===== src/rtl/pseq_pkg.sv =====
package pseq_pkg;

  localparam int INSTR_W = 32;
  localparam int DATA_W  = 8;
  localparam int STEP_W  = 4;
  localparam int CNT_W   = 8;
  localparam int CYC_W   = CNT_W + (1 << STEP_W) - 1;

  typedef enum logic [3:0] {
    OP_END  = 4'd0,
    OP_WMI  = 4'd1,
    OP_WI   = 4'd2,
    OP_SRD  = 4'd3,
    OP_SWI  = 4'd4,
    OP_WMS  = 4'd5,
    OP_DLI  = 4'd6,
    OP_DLS  = 4'd7,
    OP_STEP = 4'd8,
    OP_WAIT = 4'd9
  } op_e;

  typedef enum logic [1:0] {
    ST_IDLE,
    ST_RUN,
    ST_DELAY,
    ST_WAIT
  } st_e;

  typedef struct packed {
    op_e               op;
    logic              legal;
    logic [1:0]        sidx;
    logic [3:0]        csel;
    logic [3:0]        raddr;
    logic [DATA_W-1:0] data;
    logic [DATA_W-1:0] mask;
    logic [15:0]       ticks;
    logic [STEP_W-1:0] expo;
    logic [CNT_W-1:0]  tmo;
    logic [7:0]        skip;
  } dec_t;

  // keep bits where mask is 1, take new data where mask is 0
  function automatic logic [DATA_W-1:0] mask_merge(input logic [DATA_W-1:0] old,
                                                   input logic [DATA_W-1:0] dat,
                                                   input logic [DATA_W-1:0] msk);
    return (old & msk) | (dat & ~msk);
  endfunction

  // a cycle count is reachable when it is a whole number of steps that fits the step counter
  function automatic logic delay_reachable(input logic [15:0] cyc,
                                           input logic [STEP_W-1:0] k);
    logic [15:0] low;
    low = (16'd1 << k) - 16'd1;
    return ((cyc & low) == 16'd0) && ((cyc >> k) <= 16'((1 << CNT_W) - 1));
  endfunction

  function automatic logic [CYC_W-1:0] steps_to_cycles(input logic [CNT_W-1:0] n,
                                                       input logic [STEP_W-1:0] k);
    return CYC_W'(n) << k;
  endfunction

endpackage


===== src/rtl/pseq_regfile.sv =====
module pseq_regfile #(
  parameter int N  = 16,
  parameter int W  = 8,
  parameter int AW = $clog2(N)
) (
  input  logic          clk,
  input  logic          rst_n,
  input  logic          we,
  input  logic [AW-1:0] waddr,
  input  logic [W-1:0]  wdata,
  input  logic [AW-1:0] raddr_a,
  output logic [W-1:0]  rdata_a,
  input  logic [AW-1:0] raddr_b,
  output logic [W-1:0]  rdata_b
);

  logic [W-1:0] mem [N];

  for (genvar i = 0; i < N; i++) begin : g_ent
    always_ff @(posedge clk or negedge rst_n) begin
      if (!rst_n) begin
        mem[i] <= '0;
      end else if (we && (waddr == AW'(i))) begin
        mem[i] <= wdata;
      end
    end
  end

  assign rdata_a = mem[raddr_a];
  assign rdata_b = mem[raddr_b];

endmodule


===== src/rtl/pseq_timer.sv =====
module pseq_timer #(
  parameter int W = 23
) (
  input  logic         clk,
  input  logic         rst_n,
  input  logic         load,
  input  logic [W-1:0] val,
  output logic         last
);

  logic [W-1:0] cnt;

  always_ff @(posedge clk or negedge rst_n) begin
    if (!rst_n) begin
      cnt <= '0;
    end else if (load) begin
      cnt <= val;
    end else if (cnt != '0) begin
      cnt <= cnt - W'(1);
    end
  end

  assign last = (cnt == W'(1));

endmodule


===== src/rtl/pseq_decode.sv =====
module pseq_decode
  import pseq_pkg::*;
(
  input  logic [INSTR_W-1:0] instr,
  output dec_t               d
);

  always_comb begin
    d.op    = op_e'(instr[31:28]);
    d.legal = (instr[31:28] <= 4'd9) && (instr[27:26] == 2'b00);
    d.sidx  = instr[25:24];
    d.csel  = instr[23:20];
    d.raddr = instr[19:16];
    d.data  = instr[15:8];
    d.mask  = instr[7:0];
    d.ticks = instr[15:0];
    d.expo  = instr[STEP_W-1:0];
    d.tmo   = instr[15:8];
    d.skip  = instr[7:0];
  end

endmodule


===== src/rtl/pseq_engine.sv =====
module pseq_engine
  import pseq_pkg::*;
#(
  parameter  int PROG_DEPTH = 64,
  parameter  int NREG       = 16,
  parameter  int NSCR       = 4,
  parameter  int NCOND      = 8,
  localparam int PC_W       = $clog2(PROG_DEPTH),
  localparam int RA_W       = $clog2(NREG)
) (
  input  logic               clk,
  input  logic               rst_n,
  input  logic               start,
  input  logic [PC_W-1:0]    entry_pc,
  output logic [PC_W-1:0]    imem_addr,
  input  logic [INSTR_W-1:0] imem_rdata,
  input  logic [NCOND-1:0]   cond_in,
  input  logic [RA_W-1:0]    rf_raddr,
  output logic [DATA_W-1:0]  rf_rdata,
  output logic               busy,
  output logic               done,
  output logic               error
);

  localparam int SC_W = $clog2(NSCR);
  localparam int NW   = PC_W + 9;
  localparam int LAST = PROG_DEPTH - 1;

  st_e               st;
  logic [PC_W-1:0]   pc;
  logic [STEP_W-1:0] step_k;
  logic              done_q, err_q;
  dec_t              d;

  logic              rf_we, sc_we, k_we;
  logic [DATA_W-1:0] rf_wd, sc_wd, rf_old, sc_a, sc_b;
  logic              go_seq, go_br, go_bad, go_end, nx_delay, nx_wait;
  logic              tm_load, tm_last;
  logic [CYC_W-1:0]  tm_val;
  logic [15:0]       cond_ext;
  logic              cond_hit;
  logic [NW-1:0]     seq_nx, br_nx, nx;
  logic              nx_ok;

  // events brought out for the checker
  logic ev_fall, ev_branch, in_delay;

  pseq_decode u_dec (.instr(imem_rdata), .d(d));

  pseq_regfile #(.N(NREG), .W(DATA_W)) u_rf (
    .clk(clk), .rst_n(rst_n),
    .we(rf_we), .waddr(d.raddr[RA_W-1:0]), .wdata(rf_wd),
    .raddr_a(d.raddr[RA_W-1:0]), .rdata_a(rf_old),
    .raddr_b(rf_raddr), .rdata_b(rf_rdata)
  );

  // port a feeds scratch-sourced writes, port b feeds scratch-sourced delays
  pseq_regfile #(.N(NSCR), .W(DATA_W)) u_scr (
    .clk(clk), .rst_n(rst_n),
    .we(sc_we), .waddr(d.sidx[SC_W-1:0]), .wdata(sc_wd),
    .raddr_a(d.sidx[SC_W-1:0]), .rdata_a(sc_a),
    .raddr_b(d.sidx[SC_W-1:0]), .rdata_b(sc_b)
  );

  pseq_timer #(.W(CYC_W)) u_tmr (
    .clk(clk), .rst_n(rst_n), .load(tm_load), .val(tm_val), .last(tm_last)
  );

  // select 15 and any select beyond the implemented inputs read as false
  assign cond_ext = {{(16 - NCOND){1'b0}}, cond_in};
  assign cond_hit = cond_ext[d.csel];

  assign seq_nx = NW'(pc) + NW'(1);
  assign br_nx  = NW'(pc) + NW'(d.skip) + NW'(1);
  assign nx     = go_br ? br_nx : seq_nx;
  assign nx_ok  = (nx <= NW'(LAST));

  always_comb begin
    rf_we    = 1'b0;
    rf_wd    = rf_old;
    sc_we    = 1'b0;
    sc_wd    = d.data;
    k_we     = 1'b0;
    go_seq   = 1'b0;
    go_br    = 1'b0;
    go_bad   = 1'b0;
    go_end   = 1'b0;
    nx_delay = 1'b0;
    nx_wait  = 1'b0;
    tm_load  = 1'b0;
    tm_val   = '0;
    unique case (st)
      ST_RUN: begin
        if (!d.legal) begin
          go_bad = 1'b1;
        end else begin
          unique case (d.op)
            OP_END: go_end = 1'b1;
            OP_WMI: begin
              rf_we  = 1'b1;
              rf_wd  = mask_merge(rf_old, d.data, d.mask);
              go_seq = 1'b1;
            end
            OP_WI: begin
              rf_we  = 1'b1;
              rf_wd  = d.data;
              go_seq = 1'b1;
            end
            OP_SRD: begin
              sc_we  = 1'b1;
              sc_wd  = rf_old;
              go_seq = 1'b1;
            end
            OP_SWI: begin
              sc_we  = 1'b1;
              go_seq = 1'b1;
            end
            OP_WMS: begin
              rf_we  = 1'b1;
              rf_wd  = mask_merge(rf_old, sc_a, d.mask);
              go_seq = 1'b1;
            end
            OP_STEP: begin
              k_we   = 1'b1;
              go_seq = 1'b1;
            end
            OP_DLI: begin
              tm_val = CYC_W'(d.ticks);
              if (!delay_reachable(d.ticks, step_k)) begin
                go_bad = 1'b1;
              end else if (d.ticks == 16'd0) begin
                go_seq = 1'b1;
              end else begin
                tm_load  = 1'b1;
                nx_delay = 1'b1;
              end
            end
            OP_DLS: begin
              tm_val = steps_to_cycles(sc_b, step_k);
              if (sc_b == '0) begin
                go_seq = 1'b1;
              end else begin
                tm_load  = 1'b1;
                nx_delay = 1'b1;
              end
            end
            OP_WAIT: begin
              tm_val = steps_to_cycles(d.tmo, step_k);
              if (cond_hit) begin
                go_seq = 1'b1;
              end else if (d.tmo == '0) begin
                go_br = 1'b1;
              end else begin
                tm_load = 1'b1;
                nx_wait = 1'b1;
              end
            end
            default: go_bad = 1'b1;
          endcase
        end
      end
      ST_DELAY: begin
        if (tm_last) go_seq = 1'b1;
      end
      ST_WAIT: begin
        if (cond_hit)     go_seq = 1'b1;
        else if (tm_last) go_br  = 1'b1;
      end
      default: ;
    endcase
  end

  always_ff @(posedge clk or negedge rst_n) begin
    if (!rst_n) begin
      st     <= ST_IDLE;
      pc     <= '0;
      step_k <= '0;
      done_q <= 1'b0;
      err_q  <= 1'b0;
    end else begin
      done_q <= 1'b0;
      if (k_we) step_k <= d.expo;
      if (st == ST_IDLE) begin
        if (start) begin
          st    <= ST_RUN;
          pc    <= entry_pc;
          err_q <= 1'b0;
        end
      end else if (go_bad) begin
        st    <= ST_IDLE;
        err_q <= 1'b1;
      end else if (go_end) begin
        st     <= ST_IDLE;
        done_q <= 1'b1;
      end else if (go_seq || go_br) begin
        if (nx_ok) begin
          st <= ST_RUN;
          pc <= nx[PC_W-1:0];
        end else begin
          st    <= ST_IDLE;
          err_q <= 1'b1;
        end
      end else if (nx_delay) begin
        st <= ST_DELAY;
      end else if (nx_wait) begin
        st <= ST_WAIT;
      end
    end
  end

  assign imem_addr = pc;
  assign busy      = (st != ST_IDLE);
  assign done      = done_q;
  assign error     = err_q;

  assign ev_fall   = go_seq && nx_ok && !go_bad;
  assign ev_branch = go_br && nx_ok;
  assign in_delay  = (st == ST_DELAY);

endmodule


===== config.mk =====
export PLATFORM = sky130hd
export DESIGN_NAME = pseq_engine
export DESIGN_NICKNAME = d
export VERILOG_FILES = /design/src/rtl/pseq_pkg.sv /design/src/rtl/pseq_regfile.sv /design/src/rtl/pseq_timer.sv /design/src/rtl/pseq_decode.sv /design/src/rtl/pseq_engine.sv
export SDC_FILE = /design/constraint.sdc
export NUM_CORES = 1
export LEC_CHECK = 0
export BUFFER_PORTS_ARGS = -buffer_cell sky130_fd_sc_hd__clkbuf_2
export CAP_MARGIN = 10
export CORE_ASPECT_RATIO = 0.7
export CORE_MARGIN = 4
export CORE_UTILIZATION = 45
export DETAILED_ROUTE_END_ITERATION = 6
export SLEW_MARGIN = 30
export SYNTH_ARGS = -nofsm -noshare
export SYNTH_HDL_FRONTEND = slang
export SYNTH_SLANG_ARGS = --single-unit
export TNS_END_PERCENT = 20

===== constraint.sdc =====
create_clock -name clk -period 3.4 [get_ports clk]
set_input_delay 0.34 -clock clk [delete_from_list [all_inputs] [get_ports clk]]
set_output_delay 0.34 -clock clk [all_outputs]
set_load 0.02 [all_outputs]

Word-level counts from Yosys, hierarchy flattened
Cells that the tools add are included.

Flip-flop bits (word level): 197. Input port bits: 53. Output and inout bits: 17. Logic and storage cells: 224.

Add/sub/neg operators: 5. $lt $le $gt $ge: 7. Equality and inequality tests: 36. Shift-type cells: 4. Mux-type cells: 90. Bitwise operators: 10. Reductions and logical operators: 46.

Operators with widths (count): $mux 23 (4); $mux 8 (11); $pmux 23 s3 (1); $bmux 8 s4 (2); $mux 1 (49); $shl 8x4->23 (2); $eq 4x4->1 const B (10); $mux 6 (6); $eq 4x3->1 const B (8); $logic_not 16->1 (2); $and 8x8->8 (3); $pmux 8 s3 (1); $eq 23x1->1 const B (1); $reduce_bool 23->1 (1); $sub 23x1->23 const B (1); $logic_and 1x1->1 (22); $and 16x16->16 (1); $bmux 8 s2 (1); $eq 4x2->1 const B (4); $le 16x8->1 const B (1); $logic_not 8->1 (2); $or 8x8->8 (2); $shl 1x4->16 const A (1); $shr 16x4->16 (1); 37 further kinds (61).

Longest topological paths before layout
Gate-level depths: netlist (run 1).

Depth in word-level cells: 14. Gate-level depth with buffers: 15. Depth with buffers taken out: 12.

By module
A second synthesis (run 1) with hierarchy kept.

Cells, all modules: 1171. Area, all modules: 13447.9 µm².

Modules (own cells, without submodules): pseq_regfile (u_rf) (instances 1, cells each 434, area each 6810.3 µm², seq. area each 3203.1 µm²); pseq_engine (instances 1, cells each 431, area each 3115.5 µm², seq. area each 350.3 µm²); pseq_regfile (u_scr) (instances 1, cells each 88, area each 1590.3 µm², seq. area each 800.8 µm²); pseq_timer (instances 1, cells each 150, area each 1418.9 µm², seq. area each 575.6 µm²); pseq_decode (instances 1, cells each 68, area each 513.0 µm², seq. area each 0.0 µm²).

Worst setup path after synthesis (run 1)
No wires, ideal clock.

Path kind: register to register. Start point: register step_k[3]. End point: register u_tmr.cnt[10]. Library setup time: 130 ps. Arrival time: 2786 ps. Required time: 3270 ps. Path slack: 484 ps. Cell stages (with the launch flop): 16. Buffers on the path: 4. Period minus slack after synthesis: 2916 ps. Cells stage by stage: dfrtp_1 clkbuf_1 nor3_1 nand2_1 ha_1 clkbuf_1 nor4bb_1 o21ai_0 nand2_1 a21oi_1 and4_1 a221o_1 buf_2 buf_2 a21oi_1 a21oi_1.

Cells in the longest elaborated chain, start to end: 10. Elaborated cells on any way between the ends: 18. Classes of those cells: 1 x add/sub; 1 x order compare; 4 x shift; 8 x mux; 1 x bitwise; 3 x reduce/logical.

RTL lines: start: declaration (line pseq_engine.sv:31) `logic [STEP_W-1:0] step_k;`; start signal: assignment (line pseq_engine.sv:182) `if (k_we) step_k <= d.expo;`; $shl 1x4->16 (line pseq_pkg.sv:54) `low = (16'd1 << k) - 16'd1;`; $sub 16x1->16 (line pseq_pkg.sv:54); $and 16x16->16 (line pseq_pkg.sv:55) `return ((cyc & low) == 16'd0) && ((cyc >> k) <= 16'((1 << CNT_W) - 1));`; $logic_not 16->1 (line pseq_pkg.sv:55); $logic_and 1x1->1 (line pseq_pkg.sv:55); $mux 1 (line pseq_engine.sv:129) `if (!delay_reachable(d.ticks, step_k)) begin`; $pmux 1 s3 (line pseq_engine.sv:97) `unique case (d.op)`; $mux 1 (line pseq_engine.sv:94) `if (!d.legal) begin`; $mux 1 (line pseq_engine.sv:92) `unique case (st)`; $mux 23 or $reduce_bool 2->1 (tied branches); end signal: assignment (line pseq_timer.sv:17) `cnt <= val;`; end signal: assignment (line pseq_timer.sv:19) `cnt <= cnt - W'(1);`; end: declaration (line pseq_timer.sv:11) `logic [W-1:0] cnt;`.

Several ways; a longest one is shown, not always the timed one. A chain may end at the register's enable or synchronous reset.

Worst setup path in the final report (run 1)
Start point: register step_k[3]. End point: register u_tmr.cnt[1].

The elaborated chain is that of the path after synthesis.

==> metrics, run 1 <==
Slew @ Worst Pin around 850 ps; max_slew headroom 0.435; antenna viol nets, final 0; Max Fanout on Critical Path 46; Hold-fix buffers, CTS 0; Routed WL per cell around 23 um; most common cell in the netlist dfrtp_1; GRT Total Usage 0.250; family with the most delay on the worst path simple AND/OR/NAND/NOR gates; PortBufs 69; Cell Int Power 0.00443 W; Leakage 5.65 nW; mux share of post-synthesis cell area 0.232; Post-synth EDFFs 0; Synth Area in Compound Gates 0.144; CTS clk-pin slew, worst paths 80 ps; Post-Synth Simple-Gate Area 0.149; xor and xnor fraction of the mapped netlist area 0.0189; DP Area 0.0129 sq mm; synthesized-area fraction occupied by adder cells 0.0120; Hold Crit Class in -> async; H-tree depth 4; Post-Route WL 36300 um; ANT cells 0; Primary FF master, synth dfrtp_1; Commonest cells post-synth dfrtp_1, nand2_1, nor2_1, a21oi_1, o21ai_0; Worst Setup Start Kind register; Flop pwr share 0.433; share of the synthesized area in the top cell type 0.408; Max VDD drop 0.398 mV; share of layout cells above drive strength 1 0.259; number of global-route vias before repair 9491; CTS tree done; Hold Fails Final Rpt 19; DRT iter0 DRCs about 1.2k; Buf+Inv Stages, Crit Path 1; Psw 0.00225 W; synthesized cell area 0.0121 sq mm; Synth Instances 1177; Worst Clk Skew 13.5 ps; Comb power frac 0.269; Final Max Slew Viols 0; max cap viols 0; cells along the critical path nor3_1 > nand2_1 > ha_1 > nor4bb_1 > o21ai_0 > nand2_1 > a21oi_1 > and4_1 > a221o_1 > buf_12 > a211oi_1 > a21oi_1; Switching Fraction 0.337; synthesized flop and latch total 197; warning count from the yosys run 0; Clock Root Buffer clkbuf_16; CP arrival 3240 ps; Vias/cell 6.12; CP Capture Type register; initial core utilization 0.463; # rows between 40 and 50; status complete, but fails checks; num ports 70; Post-CTS Resized 0; CP peak stage delay between 300 and 400 ps; async set-reset flop share out of synthesis 1.00; Mapped Nets approximately 1.2k; Final TNS setup 0 ps; failing checks hold timing; Clock power frac 0.298; Period Utilization, post-route 0.855; DR pass1 iterations 6; RSZ-0062 raised after global routing false; die width 204 um; synth unique cells 71; clock latency at the later pin of the worst-skew pair 450 ps; pin count of the biggest net entering global routing 99; largest family of logic cells by synthesized area multiplexers; CP Class reg -> reg; post-synthesis area per instance 10.3 sq um; Post-CTS Setup Repair Bufs 0; Final min period 2910 ps; die area slightly below 0.03 sq mm; clk sinks 197; Area Growth Syn to Fin 11.8%; Detail Placement HPWL 25800 um; maximum clock path buffer count 2; post-route cell area 0.0135 sq mm; slowest library cell on the worst path dfrtp_1; drc violations 0; Final GP Congestion 0.951; via count 9833; # setup viols final 0; worst hold-check slack -41.8 ps; Core Box Area 0.0261 sq mm; required time of the critical path 3730 ps; first-pass GRT wire length 57600 um; NumNets Final 1300; register area share after synthesis 0.408; Peak Freq 344 MHz; total CTS buffers 17; Cell Pwr Density just under 500 mW/mm^2; antenna violations before repair 0; synth top area cells dfrtp_1, mux4_2, mux2_2, a21oi_1, nand2_1; Yosys top cell by area dfrtp_1; GR Overflow Total 0; die height 145 um
## area by class of cell
| cell class | instances | area, sq um |
|---|---|---|
| fillers | 2382 | 12600 |
| multi-input cells | 887 | 6720 |
| flip-flops and latches | 197 | 4930 |
| repair buffers | 120 | 800 |
| clock buffers | 22 | 454 |
| well taps | 357 | 447 |
| clock inverters | 10 | 97.6 |
| inverters | 13 | 48.8 |
## cells by family (layout without fill, tap and decap cells)
logic type,after synthesis,after routing
and+or+nand+nor,390,390
adders and majority gates,11,11
AOI/OAI and AO/OA,301,301
buffers and inverters,93,165
xor gates and xnor gates,26,26
muxes,159,159
DFF,197,197
## layout by cell type, fill, tap and decap left out, drive strengths merged, types with 6 or more instances in the layout
master  netlist  layout
nor2        135     135
a21o          7       7
mux4         89      89
nand4         6       6
a22oi        14      14
nor3         32      32
mux2         59      59
o211ai        6       6
a21oi       115     115
ha           10      10
inv          13      16
xor2         14      14
xnor2        12      12
a211oi        6       6
clkbuf       36      91
o22ai         6       6
nand2b       10      10
nor2b         8       8
o21ai       112     112
mux2i        11      11
dfrtp       197     197
nand3        17      17
a31oi         9       9
nand2       138     138
o31ai         6       6
nor4         15      15
buf          44      51
## worst paths after layout
kind                            slack [ps]                      from  cells past startpoint                  endpoint
worst max register to register         490     step_k[3]$_DFFE_PN0P_                     12  u_tmr.cnt[1]$_DFFE_PN0P_
worst min-delay path                   -40                     rst_n                      1  u_rf.mem[97]$_DFFE_PN0P_
min in group clk                       170               entry_pc[1]                      3  imem_addr[1]$_DFFE_PN0P_
worst max-delay path                   490     step_k[3]$_DFFE_PN0P_                     12  u_tmr.cnt[1]$_DFFE_PN0P_
max in group asynchronous             2540                     rst_n                      2  u_rf.mem[28]$_DFFE_PN0P_
worst min register to register         500  u_rf.mem[21]$_DFFE_PN0P_                      2  u_rf.mem[21]$_DFFE_PN0P_
## worst reg2reg max path: cells and delay by family, from the launching register on
kind            cells  cell delay (ps)
simple gates        5             1050
buf+inv             1              190
fa+ha+maj           1              340
compound gates      5              830
flops               1              390
## state kept, by name, summed over array words and instances, names as in the netlist
register   flops
u_rf.mem     128
u_scr.mem     32
u_tmr.cnt     23
imem_addr      6
step_k         4
st             2
done           1
error          1
## power by group through the flow
stage | Sequential [W] | Clock [W] | Combinational (W)
final | 0.00290 | 0.00199 | 0.00180
after global routing | 0.00294 | 0.00212 | 0.00198
after CTS | 0.00288 | 0.00201 | 0.00177
after detailed placement | 0.00293 | 0 | 0.00176
after global placement | 0.00292 | 0 | 0.00174
after floorplan | 0.00289 | 0 | 0.00129
## stage by stage
stage               utilization  worst slack, ps  hold WS, ps  total power (W)  cells
global route              0.518              290         32.2          0.00703   1606
finish                    0.518              494        -41.8          0.00668   1606
CTS                       0.518              534         6.91          0.00667   1606
floorplan                     -              484         44.4          0.00417   1177
detailed placement        0.497              462          484          0.00469   1574
global placement          0.497              417          478          0.00467   1574
## per-layer routing
metal,routed length [um],global-route usage
met3,3200,0.0573
met1,17900,0.412
met5,0,0
met4,505,0.0502
met2,14700,0.335
Note: power is estimated with default switching activity, not from simulation.
==> inputs of run 2 (changes only) <==
--- a/config.mk
+++ b/config.mk
@@ -11,6 +11,8 @@
 export CORE_MARGIN = 4
 export CORE_UTILIZATION = 45
 export DETAILED_ROUTE_END_ITERATION = 6
+export REMOVE_ABC_BUFFERS = 1
+export SETUP_SLACK_MARGIN = 0.02
 export SLEW_MARGIN = 30
 export SYNTH_ARGS = -nofsm -noshare
 export SYNTH_HDL_FRONTEND = slang
==> run 2 against run 1 <==
Critical path depth fell by 5. Setup slack worse by 99 ps. Sequential share of layout area down 0.074 points. Global-route usage is 0.31 points lower. Highest routed layer unchanged. Critical endpoint is now imem_addr[3]$_DFFE_PN0P_. Via count is 0.73% lower. The run now ends clean. Fmax is 3.3% lower. Final area rose by 0.20%. Hold slack better by 220 ps. Core utilization grew 0.11 points. Count of clock-buffer cells in the layout shrank 1. Sequential power is essentially flat.
==> metrics, run 2 (synthesized netlist as in run 1, its figures left out) <==
status finished, final reports clean; RSZ-0062 raised after global routing false; flip-flop count of the largest register after layout 128 (unchanged); Post-Route WL 35800 um (-1.3%); Clock power frac 0.323 (+0.025); Clock Root Buffer clkbuf_16; die height 145 um (unchanged); drc violations 0 (unchanged); # rows 49 (unchanged); total CTS buffers 17 (unchanged); max_slew headroom 0.544 (+0.108); antenna viol nets, final 0 (unchanged); met2 Use GR 0.324 (-0.0105); WHS Endpoint imem_addr[4]$_DFFE_PN0P_; leading cell type in the layout, fill and taps excluded dfrtp_1; antenna violations before repair 0 (unchanged); Area Growth Syn to Fin 12.0%; NumNets Final 1289 (-0.85%); Worst R2R Path Depth 7 (-5); pin count of the biggest net entering global routing 79 (-20%); Worst Setup Start Kind register; Detail Placement HPWL 25600 um (-0.65%); max cap viols 0 (unchanged); Flop pwr share 0.420 (-0.013); CP Class reg -> reg; GRT Total Usage 0.247 (-0.00310); global route hottest layer met1; Final min period 3010 ps (+99.3 ps); Period Utilization, post-route 0.884 (+0.0292); grt met1 use 0.409 (-0.00354); GR Overflow Total 0 (unchanged); Comb power frac 0.257 (-0.012); Worst Clk Skew 12.7 ps (-0.887 ps); clock latency at the later pin of the worst-skew pair 450 ps (about the same); maximum clock path buffer count 2 (unchanged); Leakage 5.65 nW (about the same); CP Capture Type register; PortBufs 69 (unchanged); CP arrival 3340 ps (+100 ps); DR pass1 iterations 5 (-1); Psw 0.00222 W (-1.5%); WHS Path Cells 3; H-tree depth 4 (unchanged); R2R Setup Slk 390 ps (-100 ps); Regs by FF count u_rf.mem (128), u_scr.mem (32), u_tmr.cnt (23); most frequent cells in the layout dfrtp_1, nand2_1, nor2_1; met3 Use GR 0.0674 (+0.0100); via count 9761 (-0.73%); CTS clk-pin slew, worst paths 70 ps (about the same); crit path from u_tmr.cnt[19]$_DFFE_PN0P_; reg2reg start u_tmr.cnt[19]$_DFFE_PN0P_; clk sinks 197 (unchanged); Vias/cell 6.12 (about the same); Largest Register u_rf.mem; Cell Pwr Density 510 mW/mm^2 (+3.1%); Switching Fraction 0.322 (-0.0156); first-pass GRT wire length 56400 um (-2.1%); die width 204 um (unchanged); initial core utilization 0.463 (unchanged); required time of the critical path 3740 ps (about the same); FF-to-FF End imem_addr[3]$_DFFE_PN0P_; Core Box Area 0.0261 sq mm (unchanged); Slew @ Worst Pin 678 ps (-168 ps); die area 0.0296 sq mm (unchanged); Peak Freq 333 MHz (-3.3%); CTS tree done; Cell Int Power 0.00468 W (+5.7%); total power 0.00690 W (+3.3%); num ports 70 (unchanged); Hold Crit Class in -> reg; Hold Fails Final Rpt 0 (-19); number of global-route vias before repair 9307 (-1.9%); Final GP Congestion 0.975 (+2.6%); Max VDD drop 0.368 mV (-7.6%); Final Max Slew Viols 0 (unchanged); DRT iter0 DRCs 1096 (-7.3%); share of layout cells above drive strength 1 0.255 (-0.00416); # setup viols final 0 (unchanged); Final TNS setup 0 ps (unchanged); ANT cells 0 (unchanged); Fill cells 2335 (-2.0%); hold_sp entry_pc[4]; Routed WL per cell 22.5 um (-0.65%); Max Fanout on Critical Path 12 (-74%)
run 2: cell types whose count changed in the layout (fill, tap and decap cells not counted), sizes merged:
cell,before,now
dlygate4sd3,0,1
inv,16,14
buf,51,39
clkinvlp,3,2
clkinv,3,4
clkbuf,91,90
bufinv,1,4
run 2: worst max-delay path by stage:
| stage | to | slack [ps] |
|---|---|---|
| after floorplan | u_tmr.cnt[20]$_DFFE_PN0P_ | 10 |
| after global placement | u_tmr.cnt[1]$_DFFE_PN0P_ | 390 |
| after detailed placement | u_tmr.cnt[1]$_DFFE_PN0P_ | 370 |
| after CTS | u_tmr.cnt[1]$_DFFE_PN0P_ | 340 |
| after global routing | u_tmr.cnt[1]$_DFFE_PN0P_ | 90 |
| final | imem_addr[3]$_DFFE_PN0P_ | 390 |
run 2: final cells by class:
class                   instances  area (sq um)  area share
multi-input cells             887          6730       0.497
flip-flops and latches        197          4930       0.365
repair buffers                109           732      0.0541
clock buffers                  21           470      0.0348
well taps                     357           447      0.0330
clock inverters                11           171      0.0127
inverters                      13          48.8     0.00361
run 2: power groups by stage:
stage | clock network [W] | logic (W) | registers [W]
final | 0.00223 | 0.00177 | 0.00290
after global routing | 0.00237 | 0.00196 | 0.00294
after CTS | 0.00228 | 0.00176 | 0.00289
after detailed placement | 0 | 0.00175 | 0.00293
after global placement | 0 | 0.00173 | 0.00292
after floorplan | 0 | 0.00114 | 0.00293
run 2: per-layer routing:
layer | up-vias | wire length (um)
met5 | - | 0
met4 | 0 | 290
met3 | 23 | 3350
met2 | 417 | 14800
met1 | 4881 | 17400
li1 | 4440 | -
run 2: stage by stage:
step | area [sq um] | utilization | hold WS [ps] | std cells | setup slack, ps
finish | 13500 | 0.519 | 173 | 1595 | 395
global placement | 12900 | 0.494 | 343 | 1562 | 389
global route | 13500 | 0.519 | 177 | 1595 | 85.9
CTS | 13500 | 0.519 | 156 | 1595 | 342
floorplan | 11700 | - | 44.4 | 1097 | 13.5
detailed placement | 12900 | 0.494 | 339 | 1562 | 368
run 2: timing repair:
action | in CTS | in global routing
resized for setup | 0 | 1
endpoints found under the setup margin | 0 | 2
hold endpoints to repair | 53 | 0
buffers inserted | 0 | 0
hold buffers | 1 | 0
run 2: worst max-delay path: stages (launching register included):
cell and delay (ps):
dfrtp_1 430, or4_1 610, nor4_2 490, nand4_1 150, a21o_2 340, mux2i_4 230, a22oi_4 320, mux2_4 330
==> inputs of run 3 (changes only) <==
--- a/config.mk
+++ b/config.mk
@@ -10,6 +10,7 @@
 export CORE_ASPECT_RATIO = 0.7
 export CORE_MARGIN = 4
 export CORE_UTILIZATION = 45
+export CTS_BUF_LIST = sky130_fd_sc_hd__clkbuf_4 sky130_fd_sc_hd__clkbuf_8 sky130_fd_sc_hd__clkbuf_16
 export DETAILED_ROUTE_END_ITERATION = 6
 export REMOVE_ABC_BUFFERS = 1
 export SETUP_SLACK_MARGIN = 0.02
==> run 3 against run 2 <==
Hold slack got worse by 2.7 ps. Fmax is essentially flat. Critical path depth did not move. Highest routed layer unchanged.
==> metrics, run 3 (synthesized netlist as in run 1, its figures left out) <==
Cell Int Power 0.00469 W (+0.16%); Largest Register u_rf.mem; clk sinks 197 (unchanged); Clock power frac 0.324 (about the same); Cell Pwr Density 511 mW/mm^2 (+0.11%); FF+latch area 0.00493 sq mm (unchanged); initial core utilization 0.463 (unchanged); Final min period 3000 ps (-1.97 ps); Fill cells 2333 (-0.086%); num ports 70 (unchanged); total CTS buffers 17 (unchanged); Psw 0.00222 W (about the same); flip-flop count of the largest register after layout 128 (unchanged); Switching Fraction 0.322 (about the same); RSZ-0062 raised after global routing false; die area 0.0296 sq mm (unchanged); Post-Route WL 35800 um (about the same); Hold Fails Final Rpt 0 (unchanged); Final GP Congestion 0.975 (unchanged); CP arrival 3340 ps (about the same); required time of the critical path 3740 ps (about the same); max_slew headroom 0.544 (about the same); Regs by FF count u_rf.mem (128), u_scr.mem (32), u_tmr.cnt (23); drc violations 0 (unchanged); Slew @ Worst Pin 678 ps (+0.163 ps); PortBufs 69 (unchanged); max cap viols 0 (unchanged); Core Box Area 0.0261 sq mm (unchanged); Clock Root Buffer clkbuf_16; DRT iter0 DRCs 1091 (-0.46%); Final Max Slew Viols 0 (unchanged); CP Capture Type register; Leakage 5.65 nW (about the same); pin count of the biggest net entering global routing 79 (unchanged); Hold Crit Class in -> reg; leading cell type in the layout, fill and taps excluded dfrtp_1; number of global-route vias before repair 9307 (unchanged); NumNets Final 1289 (unchanged); CP Class reg -> reg; # setup viols final 0 (unchanged); CTS clk-pin slew, worst paths 70 ps (about the same); antenna violations before repair 0 (unchanged); CP peak stage delay 610 ps (about the same); Worst Clk Skew 12.5 ps (-0.116 ps); area of the multi-input gates 0.00673 sq mm (unchanged); Vias/cell 6.15 (+0.46%); ANT cells 0 (unchanged); status finished, final reports clean; Area Growth Syn to Fin 12.0% (about the same); antenna viol nets, final 0 (unchanged); die height 145 um (unchanged); Max Fanout on Critical Path 12 (unchanged); via count 9806 (+0.46%); first-pass GRT wire length 56400 um (unchanged); H-tree depth 4 (unchanged); Max VDD drop 0.371 mV (+0.97%); Buf+Inv Stages, Crit Path 0 (unchanged); R2R Setup Slk 400 ps (about the same); Peak Freq 333 MHz (about the same); Worst Setup Start Kind register; GRT Total Usage 0.247 (unchanged); clock latency at the later pin of the worst-skew pair 450 ps (about the same); Routed WL per cell 22.5 um (about the same); share of layout cells above drive strength 1 0.256 (+0.000808); die width 204 um (unchanged); slowest library cell on the worst path or4_1; most frequent cells in the layout dfrtp_1, nand2_1, nor2_1; Comb power frac 0.257 (about the same); Period Utilization, post-route 0.883 (about the same); GR Overflow Total 0 (unchanged); # rows 49 (unchanged); Flop pwr share 0.419 (about the same); Final TNS setup 0 ps (unchanged); Inst Count DP 1562 (unchanged); family with the most delay on the worst path simple AND/OR/NAND/NOR gates; cells along the critical path or4_1 > nor4_2 > nand4_1 > a21o_2 > mux2i_4 > a22oi_4 > mux2_4; maximum clock path buffer count 2 (unchanged); final std cells w/o fill 1595 (unchanged); Detail Placement HPWL 25600 um (unchanged); CTS tree done; DR pass1 iterations 6 (+1)
## run 3: cell count changes in the layout (fill, tap and decap cells not counted)
cell	before	now
clkbuf_1	1	0
clkbuf_4	0	1
## run 3: power groups by stage
stage	combinational, W	clock (W)	sequential (W)
2_1_floorplan	0.00114	0	0.00293
3_3_place_gp	0.00173	0	0.00292
3_5_place_dp	0.00175	0	0.00293
4_1_cts	0.00176	0.00229	0.00289
5_1_grt	0.00196	0.00238	0.00294
6_report	0.00177	0.00224	0.00290
## run 3: final timing paths
path,end,startpoint,depth (start not counted)
hold reg to reg,u_rf.mem[66]$_DFFE_PN0P_,u_rf.mem[66]$_DFFE_PN0P_,2
min in group asynchronous,u_rf.mem[125]$_DFFE_PN0P_,rst_n,2
hold / removal,imem_addr[4]$_DFFE_PN0P_,entry_pc[4],3
setup reg to reg,imem_addr[3]$_DFFE_PN0P_,u_tmr.cnt[19]$_DFFE_PN0P_,7
setup / recovery,imem_addr[3]$_DFFE_PN0P_,u_tmr.cnt[19]$_DFFE_PN0P_,7
max in group asynchronous,u_tmr.cnt[18]$_DFFE_PN0P_,rst_n,3
## run 3: metrics by stage
stage                     total power, W   util  hold slack [ps]  area [sq um]  setup WS (ps)
after floorplan                  0.00407      -             44.4         11700           13.5
after global placement           0.00465  0.494              343         12900            389
after detailed placement         0.00468  0.494              339         12900            368
after CTS                        0.00694  0.519              156         13500            342
after global routing             0.00728  0.519              177         13500           85.9
final                            0.00691  0.519              171         13500            397
## run 3: cell type report
cell class                 instances  share of cell area
inverter                          13             0.00361
clock inverter                    11              0.0127
timing repair buffer             109              0.0541
tap                              357              0.0330
multi-input combinational        887               0.497
sequential                       197               0.364
clock buffer                      21              0.0351
## run 3: tightest hold or removal path, stage by stage
cell and delay, ps:
clkbuf_2 90, a21oi_1 50, o21ai_1 100
## run 3: what timing repair did
action | 4_1_cts | 5_1_grt
gates resized for setup | 0 | 1
endpoints found under the hold margin | 53 | 0
endpoints found under the setup margin | 0 | 2
hold buffers | 1 | 0
setup buffers | 0 | 0
## run 3: routing by layer
layer	wire [um]	track usage
met4	304	0.0438
met5	0	0
met3	3520	0.0674
met2	14800	0.324
met1	17300	0.409
